## src/rtl/xcvr_pkg.sv

```systemverilog
package xcvr_pkg;

    parameter int unsigned XCVR_W = 18;

    typedef struct packed {
        logic ce_n;
        logic le;
        logic strobe;
        logic oe_n;
    } xcvr_ctl_t;

    // A rise is a strobe seen low at one edge and high at the next
    function automatic logic strobe_rose(input logic prev, input logic cur);
        return (!prev) && cur;
    endfunction

endpackage

```

## src/rtl/xcvr_stage.sv

```systemverilog
module xcvr_stage
    import xcvr_pkg::*;
#(
    parameter int unsigned W = XCVR_W
) (
    input  logic            clk,
    input  logic            rst,
    input  xcvr_ctl_t       ctl,
    input  logic [W-1:0]    din,
    output logic [W-1:0]    dout,
    output logic            drive_en
);

    logic [W-1:0] held_q;
    logic         strobe_prev_q;
    logic         capture;

    assign capture = (!ctl.le) && (!ctl.ce_n) && strobe_rose(strobe_prev_q, ctl.strobe);

    always_ff @(posedge clk) begin
        if (rst) begin
            held_q        <= '0;
            strobe_prev_q <= 1'b1;
        end else begin
            strobe_prev_q <= ctl.strobe;
            if (ctl.le || capture) begin
                held_q <= din;
            end
        end
    end

    always_comb begin
        dout     = ctl.le ? din : held_q;
        drive_en = (!ctl.oe_n) && (!rst);
    end

endmodule

```

## src/rtl/xcvr_drv.sv

```systemverilog
module xcvr_drv #(
    parameter int unsigned W          = 18,
    parameter bit          OPEN_DRAIN = 1'b0
) (
    input  logic [W-1:0] data,
    input  logic         en,
    output logic [W-1:0] pad_val,
    output logic [W-1:0] pad_en
);

    for (genvar i = 0; i < W; i++) begin : g_bit
        if (OPEN_DRAIN) begin : g_od
            // only ever pulls low; a 1 releases the line
            assign pad_val[i] = 1'b0;
            assign pad_en[i]  = en & ~data[i];
        end else begin : g_pp
            assign pad_val[i] = en & data[i];
            assign pad_en[i]  = en;
        end
    end

endmodule

```

## src/rtl/xcvr_core.sv

```systemverilog
module xcvr_core
    import xcvr_pkg::*;
#(
    parameter int unsigned W = XCVR_W
) (
    input  logic         clk,
    input  logic         rst,
    input  logic [W-1:0] a_in,
    input  logic [W-1:0] b_in,
    input  logic         ab_ce_n,
    input  logic         ab_le,
    input  logic         ab_clk,
    input  logic         ab_oe_n,
    input  logic         ba_ce_n,
    input  logic         ba_le,
    input  logic         ba_clk,
    input  logic         ba_oe_n,
    output logic [W-1:0] a_out,
    output logic [W-1:0] a_out_en,
    output logic [W-1:0] b_out,
    output logic [W-1:0] b_out_en
);

    xcvr_ctl_t    ab_ctl, ba_ctl;
    logic [W-1:0] ab_data, ba_data;
    logic         ab_en, ba_en;

    assign ab_ctl = '{ce_n: ab_ce_n, le: ab_le, strobe: ab_clk, oe_n: ab_oe_n};
    assign ba_ctl = '{ce_n: ba_ce_n, le: ba_le, strobe: ba_clk, oe_n: ba_oe_n};

    xcvr_stage #(.W(W)) ab_stage_i (
        .clk(clk), .rst(rst), .ctl(ab_ctl), .din(a_in),
        .dout(ab_data), .drive_en(ab_en)
    );

    xcvr_stage #(.W(W)) ba_stage_i (
        .clk(clk), .rst(rst), .ctl(ba_ctl), .din(b_in),
        .dout(ba_data), .drive_en(ba_en)
    );

    xcvr_drv #(.W(W), .OPEN_DRAIN(1'b1)) b_drv_i (
        .data(ab_data), .en(ab_en), .pad_val(b_out), .pad_en(b_out_en)
    );

    xcvr_drv #(.W(W), .OPEN_DRAIN(1'b0)) a_drv_i (
        .data(ba_data), .en(ba_en), .pad_val(a_out), .pad_en(a_out_en)
    );

endmodule

```

## config.mk

```make
export PLATFORM = sky130hd
export DESIGN_NAME = xcvr_core
export DESIGN_NICKNAME = d
export VERILOG_FILES = /design/src/rtl/xcvr_pkg.sv /design/src/rtl/xcvr_stage.sv /design/src/rtl/xcvr_drv.sv /design/src/rtl/xcvr_core.sv
export SDC_FILE = /design/constraint.sdc
export NUM_CORES = 1
export LEC_CHECK = 0
export CORE_ASPECT_RATIO = 1.1
export CORE_MARGIN = 10
export CORE_UTILIZATION = 50
export CTS_CLUSTER_SIZE = 24
export DETAILED_ROUTE_END_ITERATION = 6
export DONT_BUFFER_PORTS = 1
export PLACE_DENSITY = 0.75
export SYNTH_ARGS = -nofsm -noshare
export SYNTH_HDL_FRONTEND = slang
export SYNTH_SLANG_ARGS = --single-unit
```

## constraint.sdc

```tcl
create_clock -name clk -period 1.6 [get_ports clk]
set_input_delay 0.24 -clock clk [delete_from_list [all_inputs] [get_ports clk]]
set_output_delay 0.24 -clock clk [all_outputs]
set_load 0.02 [all_outputs]
```

# --- After elaboration in Yosys (flattened, before gate mapping) ---
# Index checks and enable logic that the tools add are counted.
totals:
  reg_bits: 38
  input_bits: 46
  out_inout_bits: 72
  word_cells: 79
op_classes:
  mux: 2
  n_bitwise: 54
  n_reduce_logical: 19
ops:
  columns: ["cell", "n"]
  rows:
  - ["1-bit AND", 36]
  - ["18-bit two-way mux", 2]
  - ["1-bit NOT", 18]
  - ["1-bit logical NOT", 9]
  - ["1-bit logical AND", 8]
  - ["1-bit logical OR", 2]

# --- Depth between registers and ports, before layout ---
depth:
  depth_word: 4
  depth_mapped: 5
  depth_no_buf: 3

# --- By module ---
# From an unflattened synthesis, not the netlist that was laid out.
hier_totals:
  hier_cells: 281
  hier_area_um2: 2706.3
by_module_without_submodules:
  columns: ["module", "n_inst", "cells_each", "area_per_inst_um2", "seq_area_each_um2"]
  rows:
  - ["xcvr_stage", 2, 103, 1077.3, 380.4]
  - ["xcvr_drv (a_drv_i)", 1, 37, 276.5, 0.0]
  - ["xcvr_drv (b_drv_i)", 1, 38, 275.3, 0.0]

# --- Least setup slack after synthesis ---
# OpenSTA, ideal clock, no wires.
synth_path:
  kind: "input to output"
  start: "input port rst"
  end: "output port a_out_en[0]"
  arrival_time_ns: 1.276
  required_time_ns: 1.360
  path_slack_ns: 0.084
  stages: 5
  path_buffers: 3
  cell_sequence: "or2_1 > buf_2 > buf_2 > inv_1 > buf_4"
synth_between:
  elab_chain_cells: 2
synth_rtl:
  columns: ["item", "line_no", "text"]
  rows:
  - ["start, declared", "xcvr_core.sv:7", "input logic rst,"]
  - ["1-bit logical NOT", "xcvr_stage.sv:34", "drive_en = (!ctl.oe_n) && (!rst);"]
  - ["1-bit logical AND", "xcvr_stage.sv:34", null]
  - ["end, declared", "xcvr_core.sv:19", "output logic [W-1:0] a_out_en,"]
# No other way between the ends.

# --- Worst setup path in the final report ---
layout_path:
  start: "input port rst"
  end: "output port a_out[11]"
layout_between:
  elab_chain_cells: 3
layout_rtl:
  columns: ["item", "line_no", "text"]
  rows:
  - ["1-bit logical NOT", "xcvr_stage.sv:34", null]
  - ["1-bit logical AND", "xcvr_stage.sv:34", null]
  - ["1-bit AND", "xcvr_drv.sv:17", "assign pad_val[i] = en & data[i];"]
  - ["end, declared", "xcvr_core.sv:18", "output logic [W-1:0] a_out,"]
# No other way between the ends.

==> Implementation_results.wiki <==
{| class="wikitable"
! Metric !! Value
|-
| Number of core rows || 27
|-
| Via count of the first global-routing pass || 1730
|-
| Met3 Use GR || 6.40%
|-
| Crit path max-delay cell type || sky130_fd_sc_hd__or2_1
|-
| Final hold violation count || 0
|-
| Antenna fix cells || 0
|-
| Count of max-cap constraint violations || 0
|-
| Cell count after synthesis || 286
|-
| Drt via density || 5.10
|-
| Max stage delay on crit path || 370 ps
|-
| Final Max Slew Viols || 0
|-
| Area contributors post-synth || sky130_fd_sc_hd__dfxtp_1 29%, sky130_fd_sc_hd__mux2i_1 21%, sky130_fd_sc_hd__nand2b_1 17%, sky130_fd_sc_hd__buf_4 11%, sky130_fd_sc_hd__a211oi_2 4.8%
|-
| Unique masters post-synth || 19
|-
| GR met2 Demand/Resource || 20.7%
|-
| Total GRT Usage || 12.5%
|-
| Grt met1 use || 13.7%
|-
| Resize count post-CTS || 0
|-
| Post-detailed-route count of antenna-violating nets || 0
|-
| Root buffer cell || sky130_fd_sc_hd__clkbuf_8
|-
| Total power density per cell area || 801 nW/µm²
|-
| Area of the core || 5030 µm²
|-
| Share of Yosys cell area claimed by the top area cell type || 29.2%
|-
| Crit. End Element || output port
|-
| Overall routed net length || 5.45 mm
|-
| Achievable Freq || 0.719 GHz
|-
| Routed wire per std cell || 15.4 µm
|-
| Residual DRC || 0
|-
| Design Power || 2.19 mW
|-
| #FFs+latches synth || 38
|-
| Initial antenna violation count || 0
|-
| IO buf count || 0
|-
| Nature of the critical path startpoint || input port
|-
| Clk_lat worst skew || 280 ps
|-
| Final clock skew || 3.09 ps
|-
| Syn. warnings || 0
|-
| Crit path setup slack, layout || 209 ps
|-
| Tcrit/Tclk final || 87.0%
|-
| Crit Path Class || in2out
|-
| Number of iterations in the first detailed-routing pass || 4
|-
| Number of nets in the finished design || 340
|-
| DRC violation total after the first TritonRoute iteration || 61
|-
| Starting density of the core || 51.7%
|-
| Setup Buffers After CTS || 0
|-
| Setup Slack @ Placement || 226 ps
|-
| Number of buffers created by CTS || 5
|-
| Async set-or-reset flop fraction in the synthesized netlist || 0%
|-
| Largest net degree at the start of global routing || 77
|-
| Crit Path Max Fanout || 76
|-
| Commonest non-fill, non-tap cell in the layout || sky130_fd_sc_hd__nand2b_1
|-
| Post-Synthesis Cell Area || 2600 µm²
|-
| Hpwl dp || 4.03 mm
|-
| Clock transition at the registers of the reported paths || 70 ps
|-
| Required time of the critical path || 1360 ps
|-
| Area of the multi-input gates || 1470 µm²
|-
| Post-route cell area || 2730 µm²
|-
| Full die area || 8490 µm²
|-
| TritonCTS clock tree || yes
|-
| RSZ-0062 raised after global routing || no
|-
| Number of placed I/O pins || 118
|-
| Detailed-route via count || 1799
|-
| Data arrival time of the critical path || 1150 ps
|-
| Global-route wire length before repair || 8.54 mm
|-
| Fillers || 492
|-
| Aggregate global routing overflow || 0
|-
| Sequential-to-total area share from yosys stat || 29.2%
|-
| X dimension of the die || 88.8 µm
|-
| Average instance area after synthesis || 9.10 µm²
|-
| Most used cells in the layout excluding fill and tap cells || 72 x sky130_fd_sc_hd__nand2b_1, 54 x sky130_fd_sc_hd__mux2i_1, 41 x sky130_fd_sc_hd__buf_4, 38 x sky130_fd_sc_hd__dfxtp_1, 20 x sky130_fd_sc_hd__nor2_1
|-
| Class of the tightest hold or removal check || in2reg
|-
| Post-cts hold buffer count || 0
|-
| Bufs on Longest Clock Path || 2
|-
| Total Negative Setup Slacks || 0 ps
|-
| Sequential cell area || 761 µm²
|-
| Chip Height || 95.7 µm
|-
| Outcome || finished clean
|-
| Share of cells above drive strength 1 || 21.7%
|-
| CTS H-tree depth || 2
|-
| Busiest grt layer || met2
|-
| Final Critical Period || 1390 ps
|-
| Final Hold Slack || 54.9 ps
|-
| Cell repeated most along the worst path || sky130_fd_sc_hd__buf_4
|-
| Static leakage || 1.20 nW
|-
| RD Place Congestion || 0.672
|-
| Worst IR drop on VDD || 340 µV
|-
| Cell taking the most area after synthesis || sky130_fd_sc_hd__dfxtp_1
|-
| Post-synth EDFFs || 0
|-
| Growth of design area from synthesis to finish || 5.00%
|-
| Cell-by-cell trace of the critical path || or2_1 > buf_4 > nor2_1 > buf_4
|-
| Clock net sink count || 38
|-
| Post-synth top flop || sky130_fd_sc_hd__dfxtp_1
|-
| Setup violations, final || 0
|-
| Post-placement cell area || 2640 µm²
|}
-- cell type report --
| class | count | area share (%) |
|---|---|---|
| flip-flops and latches | 38 | 27.9 |
| multi-input cells | 206 | 54.0 |
| inverters | 1 | 0.183 |
| clock buffers | 7 | 3.16 |
| well taps | 58 | 2.66 |
| clock inverters | 1 | 0.183 |
| repair buffers | 42 | 12.0 |
-- critical path: cells and delay by family --
family / cells / cell delay (ps)
AND/OR/NAND/NOR: 2 / 490
buffers and inverters: 2 / 390
-- sequential cells by signal (all words and copies together) (netlist names) --
register / count
ab_stage_i.held_q: 18
ab_stage_i.strobe_prev_q: 1
ba_stage_i.held_q: 18
ba_stage_i.strobe_prev_q: 1
-- logic make-up after synthesis --
| family | Yosys count | synth area share (%) |
|---|---|---|
| other | 1 | 0.144 |
| buffers and inverters | 59 | 16.7 |
| and+or+nand+nor | 114 | 25.5 |
| muxes | 54 | 20.8 |
| AOI/OAI and AO/OA | 20 | 7.65 |
| DFF | 38 | 29.2 |
-- path summary, 6_finish.rpt --
check        cells after the start  slack (ps)                     start                        to
max                              4         210                       rst                 a_out[11]
min                              1          50                    ba_clk  ba_stage_i.strobe_prev_q
max reg2reg                      4         480  ba_stage_i.strobe_prev_q      ba_stage_i.held_q[0]
min reg2reg                      2         470     ab_stage_i.held_q[10]     ab_stage_i.held_q[10]
-- per-layer routing --
layer  part of all wire (%)  routed length [µm]
met5                      0                   0
met4                    1.1                  61
met2                     47                2560
met1                     40                2150
met3                     12                 681
-- power by group --
part           switching (mW)  total (mW)  internal [mW]
combinational           0.256       0.464          0.208
sequential             0.0287        1.04           1.01
clock                   0.339       0.687          0.348
total                   0.624        2.19           1.57
-- synthesized netlist by cell type (2+ instances only) --
cell type                  instances
sky130_fd_sc_hd__or2_1             2
sky130_fd_sc_hd__or2_2             2
sky130_fd_sc_hd__nor2b_1          18
sky130_fd_sc_hd__mux2i_1          54
sky130_fd_sc_hd__a211oi_1          8
sky130_fd_sc_hd__a211oi_2         10
sky130_fd_sc_hd__nor2_1           20
sky130_fd_sc_hd__buf_2             4
sky130_fd_sc_hd__clkbuf_1          7
sky130_fd_sc_hd__buf_4            39
sky130_fd_sc_hd__nand2b_1         72
sky130_fd_sc_hd__dfxtp_1          38
sky130_fd_sc_hd__buf_8             2
sky130_fd_sc_hd__buf_6             5
-- per-stage QoR --
step	util [%]	std cells
after floorplan	-	303
after global placement	52.4	345
after detailed placement	52.4	345
after CTS	54.3	353
after global routing	54.3	353
final	54.3	353
No activity file was read; power rests on OpenSTA's default activity.
